**src/rtl/div_pkg.sv**
```systemverilog
package div_pkg;
  // operand bundle of one subtract-multiplex cell
  typedef struct packed {
    logic x;   // minuend bit
    logic y;   // subtrahend bit
    logic bi;  // borrow in
  } csm_in_t;
endpackage

```
**src/rtl/csm_cell.sv**
```systemverilog
module csm_cell
  import div_pkg::*;
(
  input  csm_in_t in_i,
  input  logic    os_i,
  output logic    d_o,
  output logic    bo_o
);
  logic diff_raw;

  assign diff_raw = in_i.x ^ in_i.y ^ in_i.bi;
  assign d_o      = os_i ? in_i.x : diff_raw;
  assign bo_o     = (~in_i.x & in_i.y) | (in_i.bi & ~(in_i.x ^ in_i.y));
endmodule

```
**src/rtl/div_row.sv**
```systemverilog
module div_row
  import div_pkg::*;
#(
  parameter int Y_W = 4
) (
  input  logic [Y_W-1:0] prev_i,     // kept bits of previous partial remainder
  input  logic           dvd_bit_i,  // dividend bit entering this row
  input  logic [Y_W-1:0] divisor_i,
  output logic [Y_W:0]   diff_o,
  output logic           q_o
);
  localparam int NCOL = Y_W + 1;

  logic sel_w;  // row borrow: cancels the subtraction when set

  for (genvar j = 0; j < NCOL; j++) begin : g_col
    logic    xv, yv, biv, bo;
    csm_in_t cin;

    if (j == 0) begin : g_lsb
      assign xv  = dvd_bit_i;
      assign biv = 1'b0;
    end else begin : g_up
      assign xv  = prev_i[j-1];
      assign biv = g_col[j-1].bo;
    end

    if (j < Y_W) begin : g_sub
      assign yv = divisor_i[j];
    end else begin : g_top
      assign yv = 1'b0;
    end

    assign cin = '{x: xv, y: yv, bi: biv};

    csm_cell u_cell (
      .in_i (cin),
      .os_i (sel_w),
      .d_o  (diff_o[j]),
      .bo_o (bo)
    );
  end

  assign sel_w = g_col[Y_W].bo;
  assign q_o   = ~sel_w;
endmodule

```
**src/rtl/div_array.sv**
```systemverilog
module div_array #(
  parameter int X_W = 8,
  parameter int Y_W = 4
) (
  input  logic [X_W-1:0] dividend_i,
  input  logic [Y_W-1:0] divisor_i,
  output logic [X_W-1:0] quot_o,
  output logic [Y_W:0]   rem_o
);
  logic [X_W-2:0] drop_w;  // shifted-out top bits, zero for a nonzero divisor
  logic           unused_drop;

  for (genvar i = 0; i < X_W; i++) begin : g_row
    logic [Y_W:0]   diff;
    logic [Y_W-1:0] prev;
    logic           q;

    if (i == 0) begin : g_first
      assign prev = '0;
    end else begin : g_next
      assign prev = g_row[i-1].diff[Y_W-1:0];
    end

    div_row #(.Y_W(Y_W)) u_row (
      .prev_i    (prev),
      .dvd_bit_i (dividend_i[X_W-1-i]),
      .divisor_i (divisor_i),
      .diff_o    (diff),
      .q_o       (q)
    );

    assign quot_o[X_W-1-i] = q;

    if (i < X_W - 1) begin : g_drop
      assign drop_w[i] = diff[Y_W];
    end
  end

  assign rem_o       = g_row[X_W-1].diff;
  assign unused_drop = ^drop_w;
endmodule

```
**src/rtl/array_divider.sv**
```systemverilog
module array_divider #(
  parameter int X_W     = 8,
  parameter int Y_W     = 4,
  parameter bit REG_OUT = 1'b1
) (
  input  logic           clk_i,
  input  logic           rst_ni,
  input  logic [X_W-1:0] dividend_i,
  input  logic [Y_W-1:0] divisor_i,
  output logic [X_W-1:0] quotient_o,
  output logic [Y_W:0]   remainder_o
);
  logic [X_W-1:0] quot_w;
  logic [Y_W:0]   rem_w;

  div_array #(.X_W(X_W), .Y_W(Y_W)) u_array (
    .dividend_i (dividend_i),
    .divisor_i  (divisor_i),
    .quot_o     (quot_w),
    .rem_o      (rem_w)
  );

  if (REG_OUT) begin : g_reg
    always_ff @(posedge clk_i or negedge rst_ni) begin
      if (!rst_ni) begin
        quotient_o  <= '0;
        remainder_o <= '0;
      end else begin
        quotient_o  <= quot_w;
        remainder_o <= rem_w;
      end
    end
  end else begin : g_comb
    logic unused_clk;
    assign unused_clk  = clk_i ^ rst_ni;
    assign quotient_o  = quot_w;
    assign remainder_o = rem_w;
  end
endmodule

```
**config.mk**
```make
export PLATFORM = sky130hd
export DESIGN_NAME = array_divider
export DESIGN_NICKNAME = d
export VERILOG_FILES = /design/src/rtl/div_pkg.sv /design/src/rtl/csm_cell.sv /design/src/rtl/div_row.sv /design/src/rtl/div_array.sv /design/src/rtl/array_divider.sv
export SDC_FILE = /design/constraint.sdc
export NUM_CORES = 1
export LEC_CHECK = 0
export BUFFER_PORTS_ARGS = -buffer_cell sky130_fd_sc_hd__buf_4
export CORE_ASPECT_RATIO = 1.2
export CORE_UTILIZATION = 51
export DETAILED_ROUTE_END_ITERATION = 12
export PLACE_DENSITY = 0.87
export SLEW_MARGIN = 0
export SYNTH_ARGS = -nofsm -noshare
export SYNTH_HDL_FRONTEND = slang
export SYNTH_SLANG_ARGS = --single-unit
```
**constraint.sdc**
```tcl
create_clock -name clk_i -period 0.8 [get_ports clk_i]
set_input_delay 0.16 -clock clk_i [delete_from_list [all_inputs] [get_ports clk_i]]
set_output_delay 0.16 -clock clk_i [all_outputs]
set_load 0.05 [all_outputs]
```
==> metrics.md, run 1 <==
| Metric | Value |
|---|---|
| Final HPWL DP | `around 3.6 mm` |
| Most frequent cell after synthesis | `inv_1` |
| Tool error | `[ERROR GRT-0232] Routing congestion too high. Check the congestion heatmap in the GUI.` |
| GR Overflow Total | `19` |
| Yosys warns | `0` |
| Most frequent cells after synthesis | `30 x inv_1, 20 x fa_1, 13 x dfrtp_1` |
| Post-synthesis cell area | `roughly 1600 µm²` |
| Worst End Pin Type | `register data pin` |
| Synth Register Bits | `13` |
| Sequential share of the synthesized area | `0.2003` |
| Die width | `about 54 µm` |
| # clock sinks | `13` |
| Die Y | `between 60 and 70 µm` |
| Post-synth EDFFs | `0` |
| I/O pin total | `27` |
| Fail Step | `global routing` |
| Pre-CTS setup slack | `-11,490 ps` |
| Largest net degree at the start of global routing | `14` |
| Yosys top cell by area | `fa_1` |
| Top-area cell type share of the netlist area | `0.2465` |
| Post-GRT worst EP | `remainder_o[0]$_DFF_PN0_/D` |
| Gr usage total | `0.6689` |
| Clk Tree Root Cell | `clkbuf_4` |
| Bufs on Longest Clock Path | `2` |
| Netlist cell types | `44` |
| CTS Buf Count | `3` |
| Port-buffer cells | `26` |
| Synth Instances | `154` |
| Standard-cell row count | `22` |
| Routability congestion estimate | `about 0.93` |
| Post-synth top flop | `dfrtp_1` |
| Asr flop ratio synth | `1.000` |
| H-tree Lvls | `1` |
| Initial Utilization | `0.5315` |
| Syn_area_per_cell | `approximately 11 µm²` |
| Status | `stopped before the end` |
| Synth Net Count | `200` |
| Largest cells by area after synthesis | `fa_1 25%, dfrtp_1 20%, ha_1 9.2%` |
==> stage by stage <==
step	area (µm²)	instances	TNS, ps	util	hold WS [ps]
CTS	2693	289	-98830	0.8812	124.1
detailed placement	2344	257	-103110	0.7670	11.17
global placement	2344	257	-100580	0.7670	7.867
floorplan	1807	154	-101470	-	-135.6
==> logic make-up after synthesis <==
family | after synthesis | share of synthesized area
adder cells (fa/ha/maj) | 32 | 0.3390
flip-flops | 13 | 0.2003
XOR/XNOR | 1 | 0.005394
AO/OA/AOI/OAI | 23 | 0.1387
multiplexers | 13 | 0.08705
AND/OR/NAND/NOR | 37 | 0.1341
buffers and inverters | 35 | 0.09553
==> routing by layer <==
metal  overflow  track usage
met5          0      0.03704
met1          0       0.6407
met2         12       0.8891
met3          0       0.3976
met4          7       0.7533
==> timing repair <==
item,4_1_cts
pin swaps,9
endpoints found under the hold margin,13
gates resized for setup,33
hold buffers,1
endpoints found under the setup margin,26
buffers inserted,31
==> inputs of run 2 (changes only) <==
CORE_ASPECT_RATIO = default   (was 1.2)
CORE_UTILIZATION = 40   (was 51)
PLACE_DENSITY = default   (was 0.87)
PLACE_DENSITY_LB_ADDON = 0.15   (was default)
clock period = 1 ns   (was 0.8 ns; I/O delays follow)
==> metrics.md, run 2 <==
| Metric | Value |
|---|---|
| Status | `complete, but fails checks` |
| Violated checks | `negative setup slack` |
| Yosys top cell by area | `fa_1` |
| Final setup TNS | `-95,770 ps` |
| Die width | `65.72 µm (+23%)` |
| # clock sinks | `13 (unchanged)` |
| RSZ-0062 raised after global routing | `true` |
| Sequential share of the synthesized area | `0.2003 (unchanged)` |
| CTS tree | `yes` |
| WP buf/inv | `10` |
| WL/cell | `roughly 15 µm` |
| Comb pwr share | `0.869` |
| Final WS setup | `-10,840 ps` |
| Most frequent cells after synthesis | `30 x inv_1, 20 x fa_1, 13 x dfrtp_1` |
| Die Y | `65.72 µm (+3.0%)` |
| Fin. Hold Viols | `0` |
| Syn_area_per_cell | `10.55 µm² (unchanged)` |
| CP max stage delay | `between 400 and 500 ps` |
| Clk Tree Root Cell | `clkbuf_8` |
| Core area | `~3800 µm²` |
| Clock power frac | `0.045` |
| Period utilization | `11.84` |
| DR vias/cell | `5.088` |
| Fin area | `around 2700 µm²` |
| Largest register FFs | `8` |
| Slowest CP cell | `fa_2` |
| Endpoints failing setup | `13` |
| Most frequent cell after synthesis | `inv_1` |
| Fillers | `279` |
| Crit Path Max Fanout | `4` |
| Period minus WS final | `11,840 ps` |
| Gr usage total | `0.2311` |
| First-pass GRT wire length | `between 7 and 8 mm` |
| Cell mode on critical path | `fa_2` |
| Routability congestion estimate | `0.8697 (-6.7%)` |
| Top-area cell type share of the netlist area | `0.2465 (unchanged)` |
| Critical path class | `in -> reg` |
| I/O pin total | `27 (unchanged)` |
| Nets | `roughly 290` |
| H-tree Lvls | `1 (unchanged)` |
| Synth Instances | `154 (unchanged)` |
| Most frequent cells in the layout | `76 x buf_4, 21 x inv_1, 20 x fa_2, 15 x buf_6, 13 x dfrtp_1` |
| Netlist cell types | `44 (unchanged)` |
| Worst setup SP type | `input port` |
| Worst rel slew slack | `0.7631` |
| Clock-pin slew on the worst setup and hold paths | `50 ps` |
| Post-synthesis cell area | `1624 µm² (unchanged)` |
| Number of nets with antenna violations after routing | `0` |
| Via count | `between 1,500 and 2,000` |
| Post-synth EDFFs | `0 (unchanged)` |
| Synth Register Bits | `13 (unchanged)` |
| GR Overflow Total | `0` |
| Post-synth top flop | `dfrtp_1` |
| Yosys warns | `0 (unchanged)` |
| Pins Over Slew Limit | `0` |
| Register with the most flip-flops | `quotient_o` |
| Sw frac | `0.4340` |
| Synth Net Count | `200 (unchanged)` |
| DRC errors left | `0` |
| Vias in the first global route | `1,656` |
| HP Class | `in -> reg` |
| P_leak | `1.264 nW` |
| Bufs on Longest Clock Path | `2 (unchanged)` |
| Final WL | `4.502 mm` |
| Initial Utilization | `0.4307 (-0.1009)` |
| Layout area overhead | `64.48%` |
| WP data required | `about 1100 ps` |
| Port-buffer cells | `26 (unchanged)` |
| CP endpoint kind | `flip-flop` |
| P_int | `0.005618 W` |
| CTS Buf Count | `3 (unchanged)` |
| Standard-cell row count | `22 (unchanged)` |
| Initial antenna violation count | `0` |
| TritonRoute pass-1 iters | `4` |
| Critical path arrival | `11,960 ps` |
| DP Cell Count | `271 (+5.4%)` |
| Largest net degree at the start of global routing | `14` |
| Sequential Power Share | `0.086` |
| Largest cells by area after synthesis | `fa_1 25%, dfrtp_1 20%, ha_1 9.2%` |
| Dpl cell area | `2374 µm² (+1.3%)` |
| VDD IR max | `1718 µV` |
| Die area | `4319 µm²` |
| Max-cap viol count | `0` |
| Final HPWL DP | `3.562 mm (-0.80%)` |
| Asr flop ratio synth | `1.000 (unchanged)` |
| Highest clock rate | `approximately 84 MHz` |
| N_diodes | `0` |
| Biggest regs | `quotient_o (8), remainder_o (5)` |
| Most common cell after layout, fill and taps aside | `buf_4` |
| Worst-margin pin slew | `approximately 350 ps` |
| Critical path's top delay family | `adder cells` |
| 1st-iter DRT viols | `about 50` |
| Net load switching power | `0.004307 W` |
| Util after Layout | `0.7084` |
| Post-route insts no fill | `between 200 and 300` |
| Layout cells sized above 1 | `0.6437` |
| Pwr Density | `3716 nW/µm²` |
[run 2: cell counts after synthesis]
No cell type changed its count.
[run 2: cells by family after synthesis]
group                    Yosys count  share of synthesized area
buffers and inverters             35                    0.09553
flip-flops                        13                     0.2003
adder cells (fa/ha/maj)           32                     0.3390
AO/OA/AOI/OAI                     23                     0.1387
XOR/XNOR                           1                   0.005394
multiplexers                      13                    0.08705
AND/OR/NAND/NOR                   37                     0.1341
[run 2: layout make-up]
class	count	area, µm²	share of cell area
tap	48	60.06	0.02248
timing repair buffer	92	749.5	0.2806
inverter	32	131.4	0.04918
sequential	13	325.3	0.1218
clock buffer	4	45.04	0.01686
multi-input combinational	106	1360	0.5091
[run 2: through the flow]
stage / worst slack (ps) / hold WS, ps / power [W]
4_1_cts: -10880 / 234.4 / 0.009578
3_5_place_dp: -11370 / 43.59 / 0.007798
2_1_floorplan: -11220 / -95.59 / 0.005569
5_1_grt: -11200 / 235.5 / 0.01059
6_report: -10840 / 233.7 / 0.009925
3_3_place_gp: -11200 / 41.42 / 0.007563
[run 2: what timing repair did]
action / CTS / global route
buffers inserted: 14 / 5
hold buffers: 1 / 0
pin swaps: 6 / 11
hold endpoints to repair: 13 / 0
gates cloned: 0 / 0
endpoints found under the setup margin: 13 / 20
resized for setup: 22 / 10
[run 2: per-layer routing]
metal,global-route usage,vias to the layer above,wire length [µm]
met5,0,-,0
met4,0.05163,0,69
met3,0.01042,8,120
met2,0.4681,40,2508
met1,0.2571,744,1803
li1,-,709,-
[run 2: power by group through the flow]
stage	sequential (W)	clock, W	combinational, W
after floorplan	0.00152	0	0.00404
after global placement	0.000840	0	0.00672
after detailed placement	0.000846	0	0.00695
after CTS	0.000843	0.000445	0.00829
after global routing	0.000876	0.000473	0.00924
final	0.000857	0.000445	0.00862
[run 2: final timing paths]
check / from / end / slack, ps / cells after the start
min in group asynchronous: rst_ni / remainder_o[4]$_DFF_PN0_ / 340 / 2
worst max-delay path: dividend_i[7] / remainder_o[1]$_DFF_PN0_ / -10840 / 59
max in group asynchronous: rst_ni / quotient_o[3]$_DFF_PN0_ / 510 / 2
worst min-delay path: dividend_i[1] / remainder_o[1]$_DFF_PN0_ / 230 / 2
(Power assumes the default switching activity.)
==> inputs of run 3 (changes only) <==
ABC_AREA = 1   (was default)
BUFFER_PORTS_ARGS = -buffer_cell sky130_fd_sc_hd__clkbuf_2   (was -buffer_cell sky130_fd_sc_hd__buf_4)
CTS_CLUSTER_DIAMETER = 60   (was default)
==> metrics.md, run 3 <==
| Metric | Value |
|---|---|
| Status | `complete, but fails checks` |
| Violated checks | `negative setup slack` |
| DRC errors left | `0 (unchanged)` |
| Layout cells sized above 1 | `0.6042 (-0.03950)` |
| Initial antenna violation count | `0 (unchanged)` |
| Vias in the first global route | `1,711 (+3.3%)` |
| H-tree Lvls | `1 (unchanged)` |
| Most common cell after layout, fill and taps aside | `buf_4` |
| Nets | `378 (+29%)` |
| Largest cells by area after synthesis | `fa_1 22%, dfrtp_1 18%, inv_1 13%` |
| First-pass GRT wire length | `7.845 mm (+6.0%)` |
| Post-synthesis adder-cell area fraction | `0.3090 (-0.02999)` |
| Most frequent cells in the layout | `73 x buf_4, 46 x inv_1, 40 x nand2_1, 20 x fa_2, 17 x nand2_2` |
| Register with the most flip-flops | `quotient_o` |
| # clock sinks | `13 (unchanged)` |
| Endpoints failing setup | `13 (unchanged)` |
| GR Overflow Total | `0 (unchanged)` |
| Gr usage total | `0.2295 (-0.001561)` |
| RSZ-0062 raised after global routing | `true` |
| I/O pin total | `27 (unchanged)` |
| Fillers | `284 (+1.8%)` |
| Bufs on Longest Clock Path | `2 (unchanged)` |
| Post-synthesis cell area | `1782 µm² (+9.7%)` |
| Clk Tree Root Cell | `clkbuf_8` |
| Port-buffer cells | `26 (unchanged)` |
| Dpl cell area | `2451 µm² (+3.3%)` |
| Asr flop ratio synth | `1.000 (unchanged)` |
| Most frequent cell after synthesis | `inv_1` |
| WP data required | `1130 ps (+20 ps)` |
| Netlist cell types | `22 (-50%)` |
| TritonRoute pass-1 iters | `4 (unchanged)` |
| Mux cell area share after synthesis | `0 (-0.08706)` |
| Largest register FFs | `8 (unchanged)` |
| Standard-cell row count | `23 (+4.5%)` |
| Yosys warns | `0 (unchanged)` |
| CP endpoint kind | `flip-flop` |
| CTS Buf Count | `3 (unchanged)` |
| Core area | `4144 µm² (+9.9%)` |
| Final WS setup | `-9000 ps (+1842 ps)` |
| Fin. Hold Viols | `0 (unchanged)` |
| Initial Utilization | `0.4300 (-0.0007052)` |
| Pins Over Slew Limit | `0 (unchanged)` |
| Worst setup SP type | `input port` |
| Synth Net Count | `260 (+30%)` |
| Synth Register Bits | `13 (unchanged)` |
| DR vias/cell | `4.601 (-9.6%)` |
| Via count | `1,753 (+17%)` |
| N_diodes | `0 (unchanged)` |
| Worst-margin pin slew | `291.1 ps (-61.68 ps)` |
| 1st-iter DRT viols | `83 (+69%)` |
| Period minus WS final | `10000 ps (-1842 ps)` |
| Final WL | `4.830 mm (+7.3%)` |
| Cell mode on critical path | `fa_2` |
| Worst rel slew slack | `0.8060 (+0.04289)` |
| Syn_area_per_cell | `8.326 µm² (-21%)` |
| Pre-CTS setup slack | `-9399 ps (+1969 ps)` |
| Largest net degree at the start of global routing | `14 (unchanged)` |
| Number of nets with antenna violations after routing | `0 (unchanged)` |
| Crit Path Max Fanout | `4 (unchanged)` |
| HP Class | `in -> reg` |
| Die area | `4725 µm² (+9.4%)` |
| Post-synth EDFFs | `0 (unchanged)` |
| Sequential share of the synthesized area | `0.1826 (-0.01772)` |
| Critical path arrival | `10,130 ps (-1830 ps)` |
| Synth Area in XOR/XNOR | `0.004916 (-0.0004772)` |
| Highest clock rate | `100.0 MHz (+18%)` |
| Slowest CP cell | `fa_2` |
| Die Y | `68.74 µm (+4.6%)` |
| Max-cap viol count | `0 (unchanged)` |
| CP max stage delay | `430 ps (about the same)` |
| Biggest regs | `quotient_o (8), remainder_o (5)` |
| Largest family of logic cells by synthesized area | `simple AND/OR/NAND/NOR gates` |
| Simple-gate share of the synthesized area | `0.3279 (+0.1939)` |
| Die width | `68.74 µm (+4.6%)` |
| Layout area overhead | `73.10%` |
| Critical path class | `in -> reg` |
| Synth Area in Compound Gates | `0.04916 (-0.08952)` |
| CTS tree | `yes` |
| Most frequent cells after synthesis | `60 x inv_1, 51 x nand2_1, 20 x fa_1` |
| Period utilization | `10.00 (-1.842)` |
| Clock-pin slew on the worst setup and hold paths | `50 ps (about the same)` |
| Top-area cell type share of the netlist area | `0.2247 (-0.02181)` |
| Final setup TNS | `-81,490 ps (+14,280 ps)` |
| Final HPWL DP | `3.361 mm (-5.7%)` |
| Post-synth top flop | `dfrtp_1` |
| Routability congestion estimate | `0.7582 (-13%)` |
| Yosys top cell by area | `fa_1` |
| Synth Instances | `214 (+39%)` |
| WL/cell | `12.68 µm (-17%)` |
| Fin area | `3084 µm² (+15%)` |
-- run 3: area by class of cell --
cell class	instances	area (µm²)	area share
multi-input cells	141	1436	0.4657
repair buffers	113	980.9	0.3181
flip-flops and latches	13	325.3	0.1055
well taps	50	62.56	0.02028
clock buffers	4	45.04	0.01460
inverters	60	234.0	0.07586
-- run 3: logic make-up after synthesis --
group | after synthesis
buffers and inverters | 60
adders and majority gates | 32
DFF | 13
AOI/OAI and AO/OA | 9
xor gates and xnor gates | 1
and+or+nand+nor | 99
-- run 3: final timing paths --
check / from / end / slack (ps) / depth (start not counted)
worst max-delay path: dividend_i[7] / remainder_o[0]$_DFF_PN0_ / -9000 / 61
worst min-delay path: dividend_i[0] / remainder_o[0]$_DFF_PN0_ / 230 / 3
max in group asynchronous: rst_ni / remainder_o[4]$_DFF_PN0_ / 400 / 2
min in group asynchronous: rst_ni / remainder_o[1]$_DFF_PN0_ / 380 / 2
-- run 3: per-stage QoR --
step	hold slack, ps	cells	utilization
after floorplan	-95.59	214	-
after global placement	95.09	337	0.5915
after detailed placement	97.01	337	0.5915
after CTS	211.9	375	0.7186
after global routing	234.4	381	0.7443
final	227.9	381	0.7443
-- run 3: critical path: cells and delay by family --
family	cells	cell delay, ps
fa+ha+maj	25	7120
simple gates	15	1160
buf+inv	14	830
compound gates	6	660
xor+xnor	1	140
-- run 3: repair_timing --
item | CTS | global route
buffers inserted | 33 | 7
endpoints found under the setup margin | 25 | 24
hold buffers | 1 | 0
hold endpoints to repair | 13 | 0
pin swaps | 11 | 11
resized for setup | 57 | 24
-- run 3: routing by layer --
| metal | vias to the layer above | part of all wire | GRT usage |
|---|---|---|---|
| met3 | 3 | 0.037 | 0.01316 |
| met2 | 41 | 0.53 | 0.4203 |
| met4 | 0 | 0.0068 | 0.05612 |
| met5 | - | 0 | 0 |
| met1 | 828 | 0.43 | 0.2920 |
| li1 | 881 | - | - |
Power of run 3 is not shown: default switching activity piles up to over one toggle a cycle in this logic, so the estimate is an artifact.
==> inputs of run 4 (changes only) <==
--- a/constraint.sdc
+++ b/constraint.sdc
@@ -3,2 +3,2 @@
 set_output_delay 0.2 -clock clk_i [all_outputs]
-set_load 0.05 [all_outputs]
+set_load 0.1 [all_outputs]
==> metrics.md, run 4 (same netlist as run 3, synthesis figures left out) <==
| Metric | Value |
|---|---|
| Status | `complete, but fails checks` |
| Violated checks | `negative setup slack` |
| Clock-pin slew on the worst setup and hold paths | `50 ps (about the same)` |
| DR vias/cell | `4.836 (+5.1%)` |
| Period utilization | `10.30 (+0.3033)` |
| N_diodes | `0 (unchanged)` |
| Cell mode on critical path | `fa_2` |
| # clock sinks | `13 (unchanged)` |
| Die area | `4725 µm² (unchanged)` |
| Gr usage total | `0.2483 (+0.01878)` |
| Layout area overhead | `85.53%` |
| Period minus WS final | `10,300 ps (+303.3 ps)` |
| Bufs on Longest Clock Path | `2 (unchanged)` |
| I/O pin total | `27 (unchanged)` |
| 1st-iter DRT viols | `129 (+55%)` |
| Fin. Hold Viols | `0 (unchanged)` |
| H-tree Lvls | `1 (unchanged)` |
| CP endpoint kind | `flip-flop` |
| Port-buffer cells | `26 (unchanged)` |
| Core area | `4144 µm² (unchanged)` |
| GR Overflow Total | `0 (unchanged)` |
| First-pass GRT wire length | `8.438 mm (+7.6%)` |
| Standard-cell row count | `23 (unchanged)` |
| RSZ-0062 raised after global routing | `true` |
| Nets | `393 (+4.0%)` |
| Most frequent cells in the layout | `81 x buf_4, 45 x inv_1, 37 x nand2_1, 21 x nand2_2, 21 x buf_6` |
| Final HPWL DP | `3.393 mm (+0.96%)` |
| Worst setup SP type | `input port` |
| TritonRoute pass-1 iters | `4 (unchanged)` |
| Pins Over Slew Limit | `0 (unchanged)` |
| Via count | `1,915 (+9.2%)` |
| Die width | `68.74 µm (unchanged)` |
| Crit Path Max Fanout | `5 (+1)` |
| Endpoints failing setup | `25 (+12)` |
| Slowest CP cell | `fa_2` |
| Highest clock rate | `97.06 MHz (-2.9%)` |
| Worst rel slew slack | `0.8003 (-0.005698)` |
| WP data required | `1130 ps (about the same)` |
| Dpl cell area | `2654 µm² (+8.3%)` |
| Initial antenna violation count | `0 (unchanged)` |
| Largest net degree at the start of global routing | `14 (unchanged)` |
| Number of nets with antenna violations after routing | `0 (unchanged)` |
| Clk Tree Root Cell | `clkbuf_8` |
| Critical path arrival | `10,440 ps (+310 ps)` |
| CTS tree | `yes` |
| Largest register FFs | `8 (unchanged)` |
| Final WS setup | `-9303 ps (-303.3 ps)` |
| Critical path class | `in -> reg` |
| Biggest regs | `quotient_o (8), remainder_o (5)` |
| Util after Layout | `0.7977 (+0.05344)` |
| Layout cells sized above 1 | `0.6705 (+0.06629)` |
| DRC errors left | `0 (unchanged)` |
| Worst-margin pin slew | `299.6 ps (+8.547 ps)` |
| CTS Buf Count | `3 (unchanged)` |
| Die Y | `68.74 µm (unchanged)` |
| Fillers | `253 (-11%)` |
| CP max stage delay | `470 ps (+40 ps)` |
| WL/cell | `14.74 µm (+16%)` |
| HP Class | `in -> reg` |
| Routability congestion estimate | `0.7818 (+3.1%)` |
| Initial Utilization | `0.4300 (unchanged)` |
| Vias in the first global route | `1,899 (+11%)` |
| Register with the most flip-flops | `quotient_o` |
| Most common cell after layout, fill and taps aside | `buf_4` |
| Final WL | `5.838 mm (+21%)` |
| Fin area | `3306 µm² (+7.2%)` |
| Max-cap viol count | `0 (unchanged)` |
[run 4: changes by cell type in the layout (fill, tap and decap cells not counted), sizes merged]
| cell | previous run | this run |
|---|---|---|
| buf | 98 | 115 |
| clkbuf | 18 | 16 |
[run 4: critical path: cells and delay by family]
family                     cells  cell delay [ps]
AOI/OAI and AO/OA              5              440
xor gates and xnor gates       1              150
adders and majority gates     21             5880
buffers and inverters         26             2560
and+or+nand+nor               16             1180
[run 4: area by class of cell]
cell class | instances | area [µm²] | area share
Sequential cell | 13 | 340.3 | 0.1030
Tap cell | 50 | 62.56 | 0.01893
Timing Repair Buffer | 128 | 1180 | 0.3569
Multi-Input combinational cell | 141 | 1444 | 0.4368
Clock buffer | 4 | 45.04 | 0.01363
Inverter | 60 | 234.0 | 0.07078
[run 4: final timing paths]
path                          startpoint                        to  slack [ps]  depth (start not counted)
worst max-delay path        divisor_i[0]  remainder_o[0]$_DFF_PN0_       -9300                         69
worst min-delay path       dividend_i[0]  remainder_o[0]$_DFF_PN0_         210                          3
max in group asynchronous         rst_ni   quotient_o[6]$_DFF_PN0_         380                          2
min in group asynchronous         rst_ni  remainder_o[3]$_DFF_PN0_         370                          2
[run 4: metrics by stage]
step | setup WS (ps) | TNS (ps) | cells | hold slack (ps)
after floorplan | -9249 | -82340 | 214 | -95.59
after global placement | -9290 | -83500 | 336 | 98.19
after detailed placement | -9428 | -84860 | 336 | 102.2
after CTS | -9018 | -82080 | 389 | 209.6
after global routing | -9600 | -87450 | 396 | 213.4
final | -9303 | -84420 | 396 | 210.8
[run 4: per-layer routing]
layer  up-vias  routed length [µm]  GRT usage
met4         0                 240     0.1046
met3        24                 253    0.01974
met1       909                2253     0.2945
met2        71                3091     0.4559
li1        911                   -          -
met5         -                   0          0
[run 4: repair_timing]
item                       in CTS  in global routing
setup endpoints to repair      25                 26
buffers inserted               48                 10
hold buffers                    1                  0
gates resized for setup        41                 17
pin swaps                      17                 11
hold endpoints to repair       13                  0
Power of run 4 is left out for the same reason.
